File: config.mk
export PLATFORM = sky130hd
export DESIGN_NAME = mem_region_dec
export DESIGN_NICKNAME = d
export VERILOG_FILES = /design/src/rtl/mem_region_dec.sv
export SDC_FILE = /design/constraint.sdc
export NUM_CORES = 1
export LEC_CHECK = 0
export BUFFER_PORTS_ARGS = -buffer_cell sky130_fd_sc_hd__clkbuf_2
export CAP_MARGIN = 20
export CORE_ASPECT_RATIO = 1.4
export CORE_MARGIN = 5
export CORE_UTILIZATION = 56
export CTS_CLUSTER_DIAMETER = 150
export DETAILED_ROUTE_END_ITERATION = 8
export PLACE_DENSITY = 0.82
export SLEW_MARGIN = 20
export SYNTH_ARGS = -nofsm -noshare
export SYNTH_HDL_FRONTEND = slang
export SYNTH_SLANG_ARGS = --single-unit
File: constraint.sdc
create_clock -name clk -period 4.18 [get_ports clk]
set_clock_uncertainty 0.15 [all_clocks]
set_input_delay 1.254 -clock clk [delete_from_list [all_inputs] [get_ports clk]]
set_output_delay 1.254 -clock clk [all_outputs]
set_load 0.02 [all_outputs]
File: src/rtl/mem_region_dec.sv
module mem_region_dec #(
  parameter int ADDR_W  = 20,
  parameter int BLK_W   = 14,
  parameter int CONV_LO = 16,
  parameter int CONV_N  = 32,
  parameter int UP_N    = 16
) (
  input  logic              clk,
  input  logic              rst_n,
  input  logic              cfg_we,
  input  logic [2:0]        cfg_idx,
  input  logic [7:0]        cfg_wdata,
  input  logic              mem_cyc,
  input  logic              mem_wr,
  input  logic [ADDR_W-1:0] mem_addr,
  output logic              sel_board,
  output logic              sel_chan
);
  localparam int BN_W    = ADDR_W - BLK_W;
  localparam int UP_LO   = CONV_LO + CONV_N;
  localparam int CONV_R  = CONV_N / 8;
  localparam int UP_R    = UP_N / 8;

  logic [7:0]        shadow_q;
  logic [CONV_N-1:0] conv_map;
  logic [UP_N-1:0]   up_map;

  always_ff @(posedge clk) begin
    if (!rst_n) shadow_q <= '0;
    else if (cfg_we && cfg_idx == 3'd0) shadow_q <= cfg_wdata;
  end

  for (genvar i = 0; i < CONV_R; i++) begin : g_conv
    always_ff @(posedge clk) begin
      if (!rst_n) conv_map[i*8 +: 8] <= '0;
      else if (cfg_we && cfg_idx == 3'(1 + i)) conv_map[i*8 +: 8] <= cfg_wdata;
    end
  end

  for (genvar i = 0; i < UP_R; i++) begin : g_up
    always_ff @(posedge clk) begin
      if (!rst_n) up_map[i*8 +: 8] <= '0;
      else if (cfg_we && cfg_idx == 3'(1 + CONV_R + i)) up_map[i*8 +: 8] <= cfg_wdata;
    end
  end

  logic [BN_W-1:0] blk;
  logic            in_conv, in_up, route_chan;
  logic [4:0]      conv_n;
  logic [3:0]      up_n;
  logic [1:0]      grp;
  logic            shadow_sel;

  assign blk     = mem_addr[ADDR_W-1:BLK_W];
  assign in_conv = (blk >= BN_W'(CONV_LO)) && (blk < BN_W'(UP_LO));
  assign in_up   = (blk >= BN_W'(UP_LO));
  assign conv_n  = 5'(blk - BN_W'(CONV_LO));
  assign up_n    = 4'(blk - BN_W'(UP_LO));
  assign grp     = up_n[3:2];

  always_comb begin
    if (mem_wr) shadow_sel = shadow_q[3'd7 - {1'b0, grp}];
    else        shadow_sel = shadow_q[3'd3 - {1'b0, grp}];
  end

  always_comb begin
    route_chan = 1'b0;
    if (in_conv)    route_chan = conv_map[conv_n];
    else if (in_up) route_chan = up_map[up_n] | shadow_sel;
  end

  assign sel_chan  = mem_cyc & route_chan;
  assign sel_board = mem_cyc & ~route_chan;
endmodule


==> metrics.cfg, run 1 <==
[run_status]
status=complete, but fails checks
violations=negative setup slack

[synth]
yosys_register_bits=56
synth.largest_area_cell=dfxtp_1
synth.distinct_cells=31
synth_top_cell_area_share_pct=42.1
avgSynthCellArea_sq_um=9.24
synthCells=288
yosys-top-cells-area=dfxtp_1, nand2_1, a21boi_0
synth_area_sq_mm=0.00266
yosysSeqAreaShare_pct=42.1
ys_warn_count=0
syn_nets=325

[routing]
drt-pass1-iter-count=4
routed_via_density=5.69
wire_per_inst_microns=16.0
drcViolationCount=0
num_vias=2132
ant_nets=0
drt-total-wl_mm=6.01
dr.first_iter.drc_count=171

[global_route]
grt_pass1_wl_mm=9.74
grt_overflow=0
grt_pass1_vias=2045
antenna_found_initial=0
gr-usage-all-layers_pct=20.4
grt_max_degree=57

[worst_setup_path]
crit_arrival_ns=2.84
cp_slowest_cell=mux4_2
cp_max_fo=5
crit_required_ns=2.78
critPathMaxStageDelay_ns=0.48
crit_chain=buf_8 > buf_8 > mux4_2 > or4_4 > nand4b_1 > o221a_1 > clkbuf_8
start_kind=input pin
crit_top_cell=buf_8
crit_type=in -> out
end_kind=output port

[timing]
setup-violations-final=2
rsz0062_at_grt=yes
whs_ns=0.316
fin_crit_sh_pct=102
slew_violations=0
hold_viol=0
fmax_mhz=235
setup_ws_ns=-0.0689
worst_pin_slew_ns=0.948
relSlewSlack_pct=36.3
fin_crit_ns=4.25

[cts]
path_clk_slew_ns=0.09
holdBufCountCts=0
tritoncts=built
cts_htree_levels=2
numCtsBuffers=5
cts_max_path_buffers=2
clock_sinks=56
worstSkewPairLatency_ns=0.29
cts_root_buffer=clkbuf_8

[floorplanning]
die_area_sq_mm=0.00625
fp.dieW_microns=68.3
pin_count=38
rows=29
die-height_microns=91.5
core_sq_mm=0.00457
start_util_pct=58.2

[cells_and_area]
drive_gt1_share_pct=17.9
num_antenna_cells=0
fin_cells=375
layout_commonest_cell=nand2_1
final_cell_mix=nand2_1, dfxtp_1, a21boi_0
synthToLayoutAreaGrowth_pct=13.0
nets=349

[placed_design]
dp_hpwl_mm=4.17
place.port_buffers=23
placed_cells=365
place_congestion=0.764

[power]
power_leakage_nw=1.06
p_per_area_mw_per_mm2=320
peakVddDrop_mv=0.263

[min_path]
hold_path_class=reg -> reg

[run]
maxCapViolations=0

==> cells in the mapped netlist, drive strengths merged <==
cell	count
a21oi	1
a21boi	48
ha	1
or4	1
nor2	5
buf	2
nand3b	1
nand4b	2
dfxtp	56
and3	2
clkbuf	11
o32ai	1
mux2i	10
nand2	101
a22o	1
o221a	1
nand2b	3
mux2	4
a31o	1
inv	2
o31ai	1
nand3	3
nor3	3
nor2b	12
o221ai	1
or3	2
mux4	12
==> per-stage QoR <==
| step | TNS (ns) | setup WS [ns] | power (mW) | cell area (sq um) | utilization (%) |
|---|---|---|---|---|---|
| floorplan | 0 | 0.0804 | 0.623 | 2660 | - |
| global placement | -0.167 | -0.132 | 0.663 | 2850 | 62.3 |
| detailed placement | -0.254 | -0.169 | 0.665 | 2850 | 62.3 |
| CTS | -0.0879 | -0.0750 | 0.967 | 3000 | 65.7 |
| global route | -0.251 | -0.136 | 1.00 | 3010 | 65.8 |
| finish | -0.117 | -0.0689 | 0.962 | 3010 | 65.8 |
==> flip-flops by register name, summed over array words and instances (netlist names) <==
name,cells
conv_map,32
shadow_q,8
up_map,16
==> layout make-up <==
class,count,area [sq um]
fill,407,1570
clock inverter,1,7.51
multi-input combinational,217,1500
timing repair buffer,30,209
sequential,56,1120
clock buffer,7,86.3
inverter,2,7.51
tap,62,77.6
==> per-layer routing <==
| layer | global-route usage, % | share of wire (%) | vias to the layer above |
|---|---|---|---|
| li1 | - | - | 1038 |
| met1 | 25.8 | 43 | 1025 |
| met2 | 33.8 | 50 | 57 |
| met3 | 2.96 | 4.1 | 12 |
| met4 | 8.79 | 2.9 | 0 |
| met5 | 0 | 0 | - |
==> critical path: cells and delay by family <==
family	cells	cell delay [ns]
AO/OA/AOI/OAI	1	0.22
buffers and inverters	3	0.34
multiplexers	1	0.48
AND/OR/NAND/NOR	2	0.54
==> cell families after synthesis <==
| logic type | after synthesis | synth area share (%) |
|---|---|---|
| adders and majority gates | 1 | 0.470 |
| DFF | 56 | 42.1 |
| muxes | 26 | 17.0 |
| buffers and inverters | 15 | 2.40 |
| AOI/OAI and AO/OA | 55 | 16.0 |
| and+or+nand+nor | 135 | 22.0 |
==> where the power goes <==
part	switching [mW]	internal, mW	total (mW)
clock network	0.162	0.135	0.297
registers	0.00538	0.544	0.550
logic	0.0623	0.0527	0.115
==> timing repair <==
| item | 4_1_cts | 5_1_grt |
|---|---|---|
| pin swaps | 6 | 2 |
| buffers inserted | 1 | 1 |
| gates resized for setup | 13 | 7 |
| setup endpoints to repair | 2 | 2 |
| hold endpoints to repair | 0 | 0 |
==> path summary, 6_finish.rpt <==
check	start	to	slack, ns	cells after the start
hold / removal	shadow_q[7]$_SDFFE_PN0P_	shadow_q[7]$_SDFFE_PN0P_	0.32	2
setup / recovery	mem_addr[14]	sel_board	-0.07	7
hold reg to reg	shadow_q[7]$_SDFFE_PN0P_	shadow_q[7]$_SDFFE_PN0P_	0.32	2
setup reg to reg	up_map[2]$_SDFFE_PN0P_	up_map[2]$_SDFFE_PN0P_	3.35	2
(Power assumes the default switching activity.)
==> inputs of run 2 (changes only) <==
ABC_AREA = 1   (was default)
PLACE_DENSITY = 0.83   (was 0.82)
==> run 2 against run 1 <==
The flow now finishes without violations. Final area down 7.2%. Worst hold slack worse by 0.012 ns. Core utilization down 3.2 points. Cell count up 24%.
==> metrics.cfg, run 2 <==
[run_status]
status=completed

[cells_and_area]
final_cell_mix=nor2_1, nand2_1, dfxtp_1
layout_commonest_cell=nor2_1
fin_cells=465  ; +24%
drive_gt1_share_pct=11.4  ; -6.5 points
top_regs=conv_map x32, up_map x16, shadow_q x8
largest-register=conv_map
fin_area_sq_mm=0.00279  ; -7.2%
nets=439  ; +26%
num_antenna_cells=0  ; unchanged
synthToLayoutAreaGrowth_pct=9.53
largest_reg_flops=32  ; unchanged

[worst_setup_path]
crit_type=in -> out
start_kind=input pin
crit_required_ns=2.78  ; about the same
crit_arrival_ns=2.64  ; -0.20 ns
crit_buf_inv=4  ; +1
crit_family=simple AND/OR/NAND/NOR gates
cp_max_fo=10  ; +5
critPathMaxStageDelay_ns=0.21  ; -0.27 ns
crit_chain=buf_2 > inv_4 > buf_4 > nor2_1 > nor2_1 > o21ai_0 > nand3_1 > nand2_1 > nand2_1 > nand3_1 > nand2_1 > nor2_1 > clkbuf_2
cp_slowest_cell=buf_2
end_kind=output port

[global_route]
grt_overflow=0  ; unchanged
grt_max_degree=57  ; unchanged
grt_pass1_wl_mm=11.1  ; +14%
antenna_found_initial=0  ; unchanged
grt_pass1_vias=2408  ; +18%
gr-usage-all-layers_pct=23.6  ; +3.2 points

[floorplanning]
start_util_pct=57.1  ; -1.1 points
pin_count=38  ; unchanged
die-height_microns=89.8  ; -1.9%
die_area_sq_mm=0.00602  ; -3.7%
rows=29  ; unchanged
fp.dieW_microns=67  ; -1.8%
core_sq_mm=0.00446  ; -2.4%

[timing]
hold_viol=0  ; unchanged
fin_crit_ns=4.05  ; -0.201 ns
fmax_mhz=247  ; +5.0%
fin_crit_sh_pct=96.8  ; -4.8 points
slew_violations=0  ; unchanged
rsz0062_at_grt=no
worst_pin_slew_ns=0.893  ; -0.0547 ns
setup_tns_ns=0  ; +0.117 ns
relSlewSlack_pct=40.4  ; +4.1 points
setup-violations-final=0  ; -2

[cts]
cts-resized-gates=0  ; -13
clock_sinks=56  ; unchanged
worstSkewPairLatency_ns=0.31  ; +0.02 ns
cts_max_path_buffers=2  ; unchanged
path_clk_slew_ns=0.09  ; about the same
numCtsBuffers=5  ; unchanged
tritoncts=built
cts_setup_buffers=0  ; -1
cts_htree_levels=2  ; unchanged
cts_root_buffer=clkbuf_8
holdBufCountCts=0  ; unchanged

[synth]
synth_edf_count=0  ; unchanged
avgSynthCellArea_sq_um=6.69  ; -28%
yosysSeqAreaShare_pct=44.0  ; +1.9 points
ys_async_sr_fraction_pct=0  ; unchanged
ys.flop_type=dfxtp_1
synth.largest_area_cell=dfxtp_1
synth_top_cell_area_share_pct=44.0  ; +1.9 points
yosysMostFrequentCell=nor2_1
yosys-top-cells-area=dfxtp_1, nor2_1, o21ai_0
syn_nets=418  ; +29%
synth.distinct_cells=17  ; -45%
yosys_register_bits=56  ; unchanged
synthCells=381  ; +32%
synth_area_sq_mm=0.00255  ; -4.2%
ys_warn_count=0  ; unchanged
synth_common_cells=nor2_1, dfxtp_1, nand2_1, o21ai_0, nand3_1

[placed_design]
place_congestion=0.816  ; +6.8%
place_area_sq_mm=0.00269  ; -5.4%
dp_hpwl_mm=4.28  ; +2.6%
placed_cells=457  ; +25%
place.port_buffers=23  ; unchanged

[routing]
num_vias=2562  ; +20%
routed_via_density=5.51  ; -3.1%
drt-pass1-iter-count=6  ; +2
drt-total-wl_mm=6.52  ; +8.5%
ant_nets=0  ; unchanged
drcViolationCount=0  ; unchanged
wire_per_inst_microns=14.0  ; -13%
dr.first_iter.drc_count=307  ; +80%

[run]
maxCapViolations=0  ; unchanged

[power]
peakVddDrop_mv=0.337  ; +28%
power_leakage_nw=1.24  ; +17%
p_per_area_mw_per_mm2=354  ; +11%

[min_path]
hold_path_class=reg -> reg

run 2: worst min-delay path: stages (launching register included):
cell     delay [ns]
dfxtp_1        0.32
inv_1          0.05
a21oi_1        0.05
run 2: final timing paths:
path,slack (ns),from,to,cells after the start
max,0.13,mem_addr[14],sel_board,13
min,0.30,conv_map[21]$_SDFFE_PN0P_,conv_map[21]$_SDFFE_PN0P_,2
max reg2reg,3.37,conv_map[12]$_SDFFE_PN0P_,conv_map[12]$_SDFFE_PN0P_,2
min reg2reg,0.30,conv_map[21]$_SDFFE_PN0P_,conv_map[21]$_SDFFE_PN0P_,2
run 2: through the flow:
stage          utilization [%]  hold WS, ns  setup slack [ns]  power (mW)
6_report                  62.5        0.304             0.132       0.987
5_1_grt                   62.5        0.324            0.0114        1.03
4_1_cts                   62.4        0.309             0.103       0.987
3_5_place_dp              60.4        0.294             0.111       0.690
3_3_place_gp              60.4        0.283             0.137       0.688
2_1_floorplan                -        0.274             0.418       0.647
run 2: cell type report:
| class | instances | area [sq um] |
|---|---|---|
| clock buffers | 8 | 90.1 |
| fillers | 427 | 1670 |
| inverters | 28 | 108 |
| multi-input cells | 283 | 1240 |
| flip-flops and latches | 56 | 1120 |
| well taps | 62 | 77.6 |
| repair buffers | 28 | 156 |
run 2: kinds of logic (layout without fill, tap and decap cells):
group                      Yosys count  after routing  share of synthesized area (%)
adders and majority gates            1              1                          0.491
buffers and inverters               42             64                           7.42
DFF                                 56             56                           44.0
and+or+nand+nor                    203            203                           32.1
AOI/OAI and AO/OA                   79             79                           16.0
run 2: per-layer routing:
layer | vias to the layer above | wire [microns] | GRT usage (%)
li1 | 1270 | - | -
met1 | 1156 | 2800 | 30.8
met2 | 108 | 2930 | 34.8
met3 | 28 | 477 | 4.74
met4 | 0 | 308 | 14.7
met5 | - | 0 | 0
run 2: where the power goes:
group | total (mW) | leakage (nW) | switching (mW) | internal (mW)
registers | 0.560 | 0.455 | 0.00841 | 0.552
clock network | 0.306 | 0.0455 | 0.171 | 0.136
logic | 0.121 | 0.742 | 0.0811 | 0.0398
total | 0.987 | 1.24 | 0.260 | 0.727
==> inputs of run 3 (changes only) <==
PLACE_DENSITY = 0.8   (was 0.83)
==> run 3 against run 2 <==
Clock power barely moved. Total power fell by 0.20%. Non-clock buffer count rose by 1. Highest routed layer unchanged.
==> metrics.cfg, run 3 (same netlist as run 2, synthesis figures left out) <==
[run_status]
status=completed

[worst_setup_path]
crit_type=in -> out
cp-endpoint=sel_board
crit_buf_inv=3  ; -1
crit_arrival_ns=2.55  ; -0.09 ns
cp_slowest_cell=or2_2
crit_required_ns=2.78  ; about the same
crit_top_cell=nand2_1
worstReg2RegStart=shadow_q[7]$_SDFFE_PN0P_
crit_start=mem_addr[14]
end_kind=output port
crit_family=simple AND/OR/NAND/NOR gates
start_kind=input pin
cp_max_fo=8  ; -2
crit_chain=clkbuf_2 > buf_4 > or2_2 > o211ai_1 > nand3_1 > nand2_1 > nand2_1 > nand3_1 > nand2_1 > nor2_1 > clkbuf_2
reg2reg_to=shadow_q[7]$_SDFFE_PN0P_
critical_path_depth=11  ; -2
r2r.worst_path.cells=2  ; unchanged
critPathMaxStageDelay_ns=0.27  ; +0.06 ns
ff2ff_setup_slack_ns=3.35  ; -0.02 ns

[cts]
numCtsBuffers=5  ; unchanged
cts_setup_buffers=0  ; unchanged
cts_max_path_buffers=2  ; unchanged
cts_root_buffer=clkbuf_8
holdBufCountCts=0  ; unchanged
tritoncts=built
clock_sinks=56  ; unchanged
path_clk_slew_ns=0.10  ; about the same
cts-resized-gates=0  ; unchanged
cts_htree_levels=2  ; unchanged
worstSkewPairLatency_ns=0.30  ; about the same

[timing]
relSlewSlack_pct=39.5  ; -0.99 points
rsz0062_at_grt=no
fin_crit_ns=3.95  ; -0.0970 ns
fmax_mhz=253  ; +2.5%
fin_crit_sh_pct=94.5  ; -2.3 points
worst_pin_slew_ns=0.908  ; +0.0149 ns
hold_viol=0  ; unchanged
slew_violations=0  ; unchanged
setup_tns_ns=0  ; unchanged
whs_ns=0.305  ; +0.000333 ns
setup-violations-final=0  ; unchanged

[floorplanning]
rows=29  ; unchanged
die_area_sq_mm=0.00602  ; unchanged
core_sq_mm=0.00446  ; unchanged
fp.dieW_microns=67  ; unchanged
die-height_microns=89.8  ; unchanged
pin_count=38  ; unchanged
start_util_pct=57.1  ; unchanged

[cells_and_area]
synthToLayoutAreaGrowth_pct=9.68
layout_commonest_cell=nor2_1
num_antenna_cells=0  ; unchanged
largest-register=conv_map
largest_reg_flops=32  ; unchanged
top_regs=conv_map x32, up_map x16, shadow_q x8
drive_gt1_share_pct=12.1  ; +0.71 points
final_cell_mix=nor2_1, nand2_1, dfxtp_1
nets=440  ; +0.23%

[power]
pwr-share-comb_pct=12.2  ; about the same
power_leakage_nw=1.25  ; +0.73%
pwr-share-seq_pct=56.9  ; +0.2 points
power_uw=985  ; -0.20%
p_per_area_mw_per_mm2=353  ; -0.34%
p_switching_uw=261  ; +0.26%
switching_share_pct=26.5  ; +0.12 points
peakVddDrop_mv=0.231  ; -31%
p_int_uw=725  ; -0.37%
pwr-share-clk_pct=31.0  ; about the same

[global_route]
antenna_found_initial=0  ; unchanged
grt_pass1_vias=2332  ; -3.2%
grt_max_degree=57  ; unchanged
gr-usage-all-layers_pct=22.4  ; -1.2 points
grt_pass1_wl_mm=10.6  ; -4.4%
grt_overflow=0  ; unchanged

[routing]
drt-total-wl_mm=6.41  ; -1.6%
drt-pass1-iter-count=4  ; -2
routed_via_density=5.30  ; -3.8%
dr.first_iter.drc_count=259  ; -16%
ant_nets=0  ; unchanged
wire_per_inst_microns=13.8  ; -1.8%
drcViolationCount=0  ; unchanged
num_vias=2471  ; -3.6%

[placed_design]
place_congestion=0.801  ; -1.9%
place.port_buffers=23  ; unchanged
dp_hpwl_mm=4.30  ; +0.53%

[run]
maxCapViolations=0  ; unchanged

[min_path]
hold_path_class=reg -> reg

## run 3: layout make-up
cell class / instances / area [sq um]
Tap cell: 62 / 77.6
Inverter: 28 / 105
Timing Repair Buffer: 29 / 160
Sequential cell: 56 / 1120
Clock buffer: 6 / 82.6
Clock inverter: 2 / 10.0
Multi-Input combinational cell: 283 / 1240
Fill cell: 424 / 1670
## run 3: worst min-delay path by stage
stage	to	slack (ns)	depth (start not counted)	start
after floorplan	conv_map[20]$_SDFFE_PN0P_	0.27	2	conv_map[20]$_SDFFE_PN0P_
after global placement	conv_map[17]$_SDFFE_PN0P_	0.28	2	conv_map[17]$_SDFFE_PN0P_
after detailed placement	conv_map[19]$_SDFFE_PN0P_	0.29	2	conv_map[19]$_SDFFE_PN0P_
after CTS	conv_map[19]$_SDFFE_PN0P_	0.31	2	conv_map[19]$_SDFFE_PN0P_
after global routing	conv_map[19]$_SDFFE_PN0P_	0.33	2	conv_map[19]$_SDFFE_PN0P_
final	conv_map[22]$_SDFFE_PN0P_	0.30	2	conv_map[22]$_SDFFE_PN0P_
## run 3: metrics by stage
stage	utilization [%]	setup WS [ns]	instance area, sq um	std cells
final	62.6	0.229	2790	466
after global routing	62.6	0.0524	2790	466
after CTS	62.6	0.215	2790	466
after detailed placement	60.5	0.218	2700	458
after global placement	60.5	0.227	2700	458
after floorplan	-	0.418	2550	381
## run 3: layer usage
metal | wire (microns) | GRT usage (%) | vias up
met3 | 430 | 3.87 | 16
li1 | - | - | 1272
met4 | 212 | 7.11 | 0
met1 | 2730 | 28.7 | 1116
met5 | 0 | 0 | -
met2 | 3030 | 37.2 | 67
## run 3: power by group through the flow
stage               sequential, mW  combinational [mW]  clock [mW]
floorplan                    0.570              0.0770           0
global placement             0.572               0.116           0
detailed placement           0.573               0.118           0
CTS                          0.560               0.119       0.308
global route                 0.563               0.135       0.330
finish                       0.560               0.120       0.305
## run 3: worst reg2reg max path: cells and delay by family, from the launching register on
kind	cells	cell delay [ns]
flops	1	0.32
simple gates	1	0.06
compound gates	1	0.20
